`config.mk`:
```
export PLATFORM = sky130hd
export DESIGN_NAME = hash_cmd_frontend
export DESIGN_NICKNAME = d
export VERILOG_FILES = /design/src/rtl/hcf_pkg.sv /design/src/rtl/hcf_block_buf.sv /design/src/rtl/hcf_stub_core.sv /design/src/rtl/hash_cmd_frontend.sv
export SDC_FILE = /design/constraint.sdc
export NUM_CORES = 2
export LEC_CHECK = 0
export ABC_AREA = 0
export BUFFER_PORTS_ARGS = -buffer_cell sky130_fd_sc_hd__buf_2
export CORE_MARGIN = 8
export CORE_UTILIZATION = 45
export CTS_CLUSTER_DIAMETER = 50
export CTS_CLUSTER_SIZE = 25
export DETAILED_ROUTE_END_ITERATION = 8
export SLEW_MARGIN = 25
export SYNTH_ARGS = -nofsm -noshare
export SYNTH_HDL_FRONTEND = slang
export SYNTH_HIERARCHICAL = 1
export SYNTH_SLANG_ARGS = --single-unit
```
`constraint.sdc`:
```
create_clock -name clk -period 5.8 [get_ports clk]
set_input_delay 1.16 -clock clk [delete_from_list [all_inputs] [get_ports clk]]
set_output_delay 1.16 -clock clk [all_outputs]
set_load 0.05 [all_outputs]
```
`src/rtl/hcf_pkg.sv`:
```
package hcf_pkg;

    localparam int WORD_W = 32;

    // error word: bit 0 flags a pull with no complete block behind it
    localparam logic [WORD_W-1:0] ERR_WORD_SHORT = 32'h0000_0001;

    typedef enum logic [1:0] {
        CMD_NONE,
        CMD_LOAD,
        CMD_FETCH,
        CMD_CFG
    } cmd_e;

    // streaming and padding capabilities are absent, so bits 31:29 are zero
    function automatic logic [WORD_W-1:0] make_cfg(input int out_words, input int in_words);
        return {3'b000, 5'b00000, 8'(out_words), 16'(in_words)};
    endfunction

endpackage

```
`src/rtl/hcf_block_buf.sv`:
```
module hcf_block_buf #(
    parameter int IN_WORDS = 16,
    parameter int IDX_W    = 4
) (
    input  logic                                clk,
    input  logic                                rst,
    input  logic                                wr_en,
    input  logic [IDX_W-1:0]                    wr_idx,
    input  logic [hcf_pkg::WORD_W-1:0]          wr_data,
    output logic [IN_WORDS*hcf_pkg::WORD_W-1:0] block
);
    localparam int W = hcf_pkg::WORD_W;

    for (genvar g = 0; g < IN_WORDS; g++) begin : g_slot
        logic [W-1:0] slot_d, slot_q;

        always_comb begin
            slot_d = slot_q;
            if (wr_en && wr_idx == IDX_W'(g)) slot_d = wr_data;
        end

        always_ff @(posedge clk) begin
            if (rst) slot_q <= '0;
            else     slot_q <= slot_d;
        end

        assign block[g*W +: W] = slot_q;
    end

endmodule

```
`src/rtl/hcf_stub_core.sv`:
```
module hcf_stub_core #(
    parameter int IN_WORDS = 16,
    parameter int LATENCY  = 4
) (
    input  logic                                clk,
    input  logic                                rst,
    input  logic                                abort,
    input  logic                                start,
    input  logic [IN_WORDS*hcf_pkg::WORD_W-1:0] block,
    output logic                                busy,
    output logic                                done,
    output logic [hcf_pkg::WORD_W-1:0]          result
);
    localparam int W     = hcf_pkg::WORD_W;
    localparam int TMR_W = $clog2(LATENCY + 1);

    typedef struct packed {
        logic             busy;
        logic             done;
        logic [TMR_W-1:0] tmr;
        logic [W-1:0]     acc;
    } core_t;

    core_t        st_d, st_q;
    logic [W-1:0] word_sum;

    always_comb begin
        word_sum = '0;
        for (int i = 0; i < IN_WORDS; i++) word_sum = word_sum + block[i*W +: W];
    end

    always_comb begin
        st_d      = st_q;
        st_d.done = 1'b0;
        if (abort) begin
            st_d.busy = 1'b0;
            st_d.tmr  = '0;
        end else if (start) begin
            st_d.busy = 1'b1;
            st_d.tmr  = TMR_W'(LATENCY);
            st_d.acc  = word_sum;
        end else if (st_q.busy) begin
            if (st_q.tmr == TMR_W'(1)) begin
                st_d.busy = 1'b0;
                st_d.done = 1'b1;
            end else begin
                st_d.tmr = st_q.tmr - TMR_W'(1);
            end
        end
    end

    always_ff @(posedge clk) begin
        if (rst) st_q <= '0;
        else     st_q <= st_d;
    end

    assign busy   = st_q.busy;
    assign done   = st_q.done;
    assign result = st_q.acc;

endmodule

```
`src/rtl/hash_cmd_frontend.sv`:
```
module hash_cmd_frontend #(
    parameter int IN_WORDS  = 16,
    parameter int OUT_WORDS = 8,
    parameter int LATENCY   = 4
) (
    input  logic        clk,
    input  logic        rst,
    input  logic        init,
    input  logic        load,
    input  logic        fetch,
    input  logic        getconfig,
    input  logic [31:0] idata,
    output logic        ack,
    output logic        err,
    output logic [31:0] odata
);
    import hcf_pkg::*;

    localparam int              IDX_W    = (IN_WORDS > 1) ? $clog2(IN_WORDS) : 1;
    localparam int              RD_W     = (OUT_WORDS > 1) ? $clog2(OUT_WORDS) : 1;
    localparam logic [WORD_W-1:0] CFG_WORD = make_cfg(OUT_WORDS, IN_WORDS);

    typedef struct packed {
        logic [IDX_W-1:0] cnt;
        logic [RD_W-1:0]  rd;
        logic             err;
        logic             ready;
        logic             launch;
    } ctl_t;

    ctl_t                        ctl_d, ctl_q;
    cmd_e                        cmd;
    logic                        wr_en;
    logic                        core_busy, core_done, busy_all;
    logic [WORD_W-1:0]           core_result;
    logic [IN_WORDS*WORD_W-1:0]  block;

    // ranking below init: configuration read, then pull, then push
    always_comb begin
        if (getconfig)  cmd = CMD_CFG;
        else if (fetch) cmd = CMD_FETCH;
        else if (load)  cmd = CMD_LOAD;
        else            cmd = CMD_NONE;
    end

    assign busy_all = ctl_q.launch | core_busy | core_done;

    always_comb begin
        ctl_d        = ctl_q;
        ctl_d.launch = 1'b0;
        ack          = 1'b0;
        odata        = '0;
        wr_en        = 1'b0;
        if (init) begin
            ctl_d.cnt   = '0;
            ctl_d.rd    = '0;
            ctl_d.err   = 1'b0;
            ctl_d.ready = 1'b0;
        end else begin
            unique case (cmd)
                CMD_CFG: begin
                    ack   = 1'b1;
                    odata = CFG_WORD;
                end
                CMD_FETCH: begin
                    if (ctl_q.err) begin
                        ack   = 1'b1;
                        odata = ERR_WORD_SHORT;
                    end else if (ctl_q.ready) begin
                        ack   = 1'b1;
                        odata = core_result + WORD_W'(ctl_q.rd);
                        if (ctl_q.rd == RD_W'(OUT_WORDS - 1)) begin
                            ctl_d.rd    = '0;
                            ctl_d.ready = 1'b0;
                        end else begin
                            ctl_d.rd = ctl_q.rd + RD_W'(1);
                        end
                    end else if (!busy_all) begin
                        ctl_d.err = 1'b1;
                    end
                end
                CMD_LOAD: begin
                    if (!busy_all && !ctl_q.err) begin
                        ack         = 1'b1;
                        wr_en       = 1'b1;
                        ctl_d.ready = 1'b0;
                        if (ctl_q.cnt == IDX_W'(IN_WORDS - 1)) begin
                            ctl_d.cnt    = '0;
                            ctl_d.launch = 1'b1;
                        end else begin
                            ctl_d.cnt = ctl_q.cnt + IDX_W'(1);
                        end
                    end
                end
                default: ;
            endcase
            if (core_done) begin
                ctl_d.ready = 1'b1;
                ctl_d.rd    = '0;
            end
        end
    end

    always_ff @(posedge clk) begin
        if (rst) ctl_q <= '0;
        else     ctl_q <= ctl_d;
    end

    assign err = ctl_q.err;

    hcf_block_buf #(
        .IN_WORDS(IN_WORDS),
        .IDX_W   (IDX_W)
    ) i_buf (
        .clk    (clk),
        .rst    (rst),
        .wr_en  (wr_en),
        .wr_idx (ctl_q.cnt),
        .wr_data(idata),
        .block  (block)
    );

    hcf_stub_core #(
        .IN_WORDS(IN_WORDS),
        .LATENCY (LATENCY)
    ) i_core (
        .clk   (clk),
        .rst   (rst),
        .abort (init),
        .start (ctl_q.launch),
        .block (block),
        .busy  (core_busy),
        .done  (core_done),
        .result(core_result)
    );

endmodule

```
### After elaboration in Yosys (flattened, before gate mapping)

Cells that the tools add are included.

* word-level logic and storage cells: 139
* input port bits: 38
* output and inout port bits: 34
* bits in registers: 559

* reductions and logical operators: 33
* eq/ne operators: 23
* mux-type cells: 30
* add/subtract/negate cells: 19
* bitwise gates (word level): 8

Operators with widths (count)
* 32-bit adder: 15
* 32-bit two-way mux: 3
* 32-bit one-hot mux with 2 select lines: 1
* 32-bit by 3-bit adder with 32-bit output: 1
* 4-bit == test (second input constant): 8
* 1-bit logical AND: 17
* 4-bit by 3-bit == test with 1-bit output (second input constant): 4
* 1-bit two-way mux: 14
* 2-bit two-way mux: 5
* 3-bit two-way mux: 3
* 4-bit by 2-bit == test with 1-bit output (second input constant): 2
* 2-bit AND reduction: 4
* 4-bit OR reduction: 2
* 3-bit by 2-bit != test with 1-bit output (second input constant): 2
* 1-bit NOT: 6
* 3-bit AND reduction: 2
* 3-bit OR reduction: 2
* 5-bit two-way mux: 1
* 4-bit by 1-bit adder with 4-bit output (second input constant): 1
* 2-bit == test (second input constant): 2
* 4-bit by 1-bit == test with 1-bit output (second input constant): 1
* 4-bit logical NOT: 1
* 4-bit two-way mux: 1
* 3-bit by 1-bit adder with 3-bit output (second input constant): 1
* 12 further kinds: 14

### Depth between registers and ports, before layout

* depth in word-level cells: 15
* gate-level depth with buffers: 24
* mapped depth without buffers: 24

### Cells and area by module

The synthesis kept the hierarchy.

Modules (own cells, without submodules)
* hcf_block_buf: times used 1, cells an instance 1772, sequential area each 10249.8 µm², area each 19776.5 µm²
* hcf_stub_core: times used 1, cells an instance 1487, sequential area each 740.7 µm², area each 14206.1 µm²
* hash_cmd_frontend: times used 1, cells an instance 189, sequential area each 200.2 µm², area each 1356.3 µm²

### Least setup slack after synthesis

OpenSTA, ideal clock, no wires.

* path type: reg-to-reg
* start point: reg i_buf.g_slot[12].slot_q[9]
* end point: reg i_core.st_q, in the netlist i_core/result[29]
* data required time: 5.730 ns
* setup time: 0.070 ns
* setup slack: 0.212 ns
* arrival time: 5.518 ns
* period minus slack after synthesis: 5.588 ns
* cell stages (with the launch flop): 21
* path buffers: 0
* path through: dfxtp_1 > inv_1 > fa_1 > fa_1 > inv_1 > fa_1 > fa_1 > fa_1 > inv_1 > fa_1 > inv_1 > ha_1 > a21oi_2 > nor2_1 > a211oi_1 > a21oi_2 > a41oi_2 > o31ai_2 > a41o_1 > or3_1 > a21oi_1

* cells in the longest elaborated chain, start to end: 4

Ends and longest elaborated chain
* start, declared: RTL line hcf_block_buf.sv:15 `logic [W-1:0] slot_d, slot_q;`
* start signal, assigned: RTL line hcf_block_buf.sv:24 `else slot_q <= slot_d;`
* 32-bit adder (4 in a row): RTL line hcf_stub_core.sv:29 `for (int i = 0; i < IN_WORDS; i++) word_sum = word_sum + block[i*W +: W];`
* end signal, assigned: RTL line hcf_stub_core.sv:54 `else st_q <= st_d;`
* end, declared: RTL line hcf_stub_core.sv:24 `core_t st_d, st_q;`

No other way between the ends.
A chain may end at the register's enable or synchronous reset.

### Worst setup path in the final report

* start point: reg i_buf.g_slot[14].slot_q[4]
* end point: reg i_core.st_q, in the netlist i_core/result[30]

* cells in the longest elaborated chain, start to end: 2

Ends and longest elaborated chain (RTL line)
* start, declared: hcf_block_buf.sv:15
* start signal, assigned: hcf_block_buf.sv:24
* 32-bit adder (2 in a row): hcf_stub_core.sv:29

No other way between the ends.

==> flow_summary.toml <==
[sta]
finalCritPeriodShare = 0.9922
hold_viol_final = 0
fin_skew_ns = 0.02480
rsz0062_at_grt = "yes"
tightest_slew_ns = 1.054
period_minus_slack_ns = 5.755
final_max_slew_viol_count = 0
timing.final.setup_violations = 0
maxSlewHeadroom = 0.2976
fmax_mhz = 173.8

[placed_design]
gp_routability_congestion = 0.8405
place_area_um2 = 36480
place_inst = 4406
dpl.hpwl_um = 54870
port-buffer-count = 71

[cts]
cts_tree = "built"
hold_buffers = 0
clkSinkCount = 559
cts_made_buffers = 79
htreeDepth = 3
clkLatencyLatePin_ns = 0.63
cts_root_buffer = "clkbuf_16"
cts.clk_slew.worst_paths_ns = 0.06
clock_path_buffers = 3

[hold_path]
min_delay_path_depth = 2
hold_start = "i_core/result[0]"
hp-class = "reg -> reg"
worstHoldEndpoint = "i_core/result[0]"

[pwr]
p_comb_frac = 0.032
switchingPower_w = 0.002197
leakagePower_nw = 19.35
p_per_area_nw_per_um2 = 235.2
design_power_total_w = 0.009345
sequentialPowerShare = 0.412
ir_drop_v = 0.0001656
clockPowerShare = 0.557
swShare = 0.2351
internal_power_w = 0.007148

[drt]
avgViaCountPerCell = 4.732
antenna_left = 0
drc = 0
wl_um = 80910
routedWlPerCell_um = 17.75
first_pass_iters = 5
num_vias = 21570
first_iter_violations = 1021

[layout]
final_common_cell = "inv_1"
final_cell_area_um2 = 39730
drive_above_1_share = 0.1123
synthToLayoutAreaGrowth_pct = 12.41
antenna_cells = 0
nFillCells = 7113
final_cell_mix = "inv_1 (656), dfxtp_1 (550), nand2b_1 (549)"
nets = 3960
stdcell_count = 4558

[grt]
grt_overflow_total = 0
grt.total_usage = 0.1901
grt_pass1_wl_um = 131100
grt_max_degree = 103
antenna_found_initial = 0
grt_pass1_vias = 23040

[synthesis]
syn_nets = 3955
synth_edf_count = 0
syn-cell-area_um2 = 35340
seq_area_frac_synth = 0.3167
synthArstFlopShare = 0
yosysWarnings = 6
synth_ff_type = "dfxtp_1"
syn_area_per_cell_um2 = 10.25
ys_seq_elements = 559
synth_cell_types = 67
synth_cells = 3448

[worst_setup_path]
worstSetupPathType = "reg -> reg"
worstReg2RegStart = "i_buf/g_slot[14].slot_q[4]"
max_stage_delay_ns = 0.59
arrival_ns = 6.30
crit_chain = "inv_2, fa_1, fa_1, inv_2, fa_1, fa_1, fa_1, inv_2, fa_1, inv_2, ha_4, buf_4, nor2b_4, o31ai_4, buf_4, a211oi_2, nor2_2, a21oi_2, a31oi_1, o21ai_1, xnor2_2, o31ai_2"
cpMostUsedCell = "fa_1"
crit_fanout = 3
start_kind = "flop"
r2r_setup_slack_ns = 0.05
cp.required_ns = 6.35
rr_worst_depth = 22
r2r-end = "i_core/result[30]"
cp_slowest_cell = "fa_1"
end_kind = "flop"
crit_start = "i_buf/g_slot[14].slot_q[4]"

[floorplanning]
std_cell_rows = 102
num_io_pins = 72
dieArea_um2 = 87760
core-area_um2 = 77590
die_w_um = 296.2
dieHeight_um = 296.2
initial_utilization = 0.4554

[outcome]
status = "finished clean"

[flow_run]
max_cap_violations = 0
-- cells by family after synthesis --
family,count (synthesis),share of synthesized area
mux,516,0.1462
flops,559,0.3167
compound gates,128,0.02397
fa+ha+maj,469,0.2561
buf+inv,899,0.1044
xor+xnor,78,0.01933
simple gates,799,0.1334
-- metal layers --
metal,global-route usage,up-vias,wire length [um]
met2,0.2943,334,35740
met4,0.05334,0,1840
met1,0.2738,10640,39980
met5,0,-,0
met3,0.03158,106,3358
li1,-,10490,-
-- power by group through the flow --
stage	registers [W]	logic (W)	clock network [W]
after global placement	0.00393	0.000292	0
after floorplan	0.00393	0.000204	0
after detailed placement	0.00393	0.000292	0
final	0.00385	0.000294	0.00520
after CTS	0.00385	0.000295	0.00534
after global routing	0.00385	0.000318	0.00550
-- Yosys cell counts, drive strengths merged (4+ instances only) --
cell type	count	area, um2
nor2b	8	50.05
nand4	14	108.9
nor3	19	106.4
nand2b	549	3435
and4	6	52.55
o31ai	4	40.03
nand3	21	120.1
mux2i	516	5165
clkbuf	115	431.7
or3	4	25.02
and2	6	37.54
a211oi	8	70.06
and3	9	57.56
o21ai	17	85.08
xor2	26	227.7
nor2	62	232.7
nor3b	4	35.03
a21oi	54	281.5
a21o	13	98.85
nand2	81	306.6
dfxtp	559	11190
fa	424	8488
xnor2	52	455.4
inv	665	2496
a31oi	8	50.05
buf	119	760.7
ha	45	563.0
-- layout make-up --
cell class | count | area [um2] | area share
inverters | 665 | 2496 | 0.06283
multi-input cells | 1990 | 20830 | 0.5244
repair buffers | 158 | 1042 | 0.02624
well taps | 1040 | 1301 | 0.03276
clock buffers | 92 | 2076 | 0.05225
flip-flops and latches | 559 | 11200 | 0.2820
clock inverters | 54 | 775.7 | 0.01953
-- sequential cells by signal, indices dropped and copies added, names as in the netlist --
name	flops
i_core/st_q	3
ctl_q	9
err	1
i_core/result	32
i_core/busy	1
i_core/done	1
i_buf/g_slot.slot_q	512
-- timing repair --
action                                  4_1_cts  5_1_grt
endpoints found under the hold margin         0        0
endpoints found under the setup margin       13       16
gates resized for setup                      40       41
pin swaps                                    42       34
setup buffers                                 8        2
-- worst max path at each step --
| stage | to |
|---|---|
| final | i_core/result[30] |
| after global routing | i_core/result[30] |
| after CTS | i_core/result[30] |
| after detailed placement | i_core/result[30] |
| after global placement | i_core/result[30] |
| after floorplan | i_core/result[29] |
-- worst max-delay path: cells and delay by family, from the launching register on --
| family | cells | cell delay (ns) |
|---|---|---|
| flops | 1 | 0.34 |
| simple gates | 2 | 0.37 |
| fa+ha+maj | 7 | 3.42 |
| buf+inv | 6 | 0.48 |
| compound gates | 6 | 0.88 |
| xor+xnor | 1 | 0.19 |
-- metrics by stage --
stage                     hold slack [ns]  worst slack (ns)    util  TNS [ns]
final                              0.4680           0.04526  0.5120         0
after global routing               0.4839           -0.1378  0.5120   -0.7669
after CTS                          0.4717           -0.1196  0.5097   -0.1411
after detailed placement           0.4624           -0.1925  0.4701    -1.383
after global placement             0.4590           -0.1598  0.4701   -0.8358
after floorplan                    0.4322            0.2120       -         0
(Power assumes the default switching activity.)
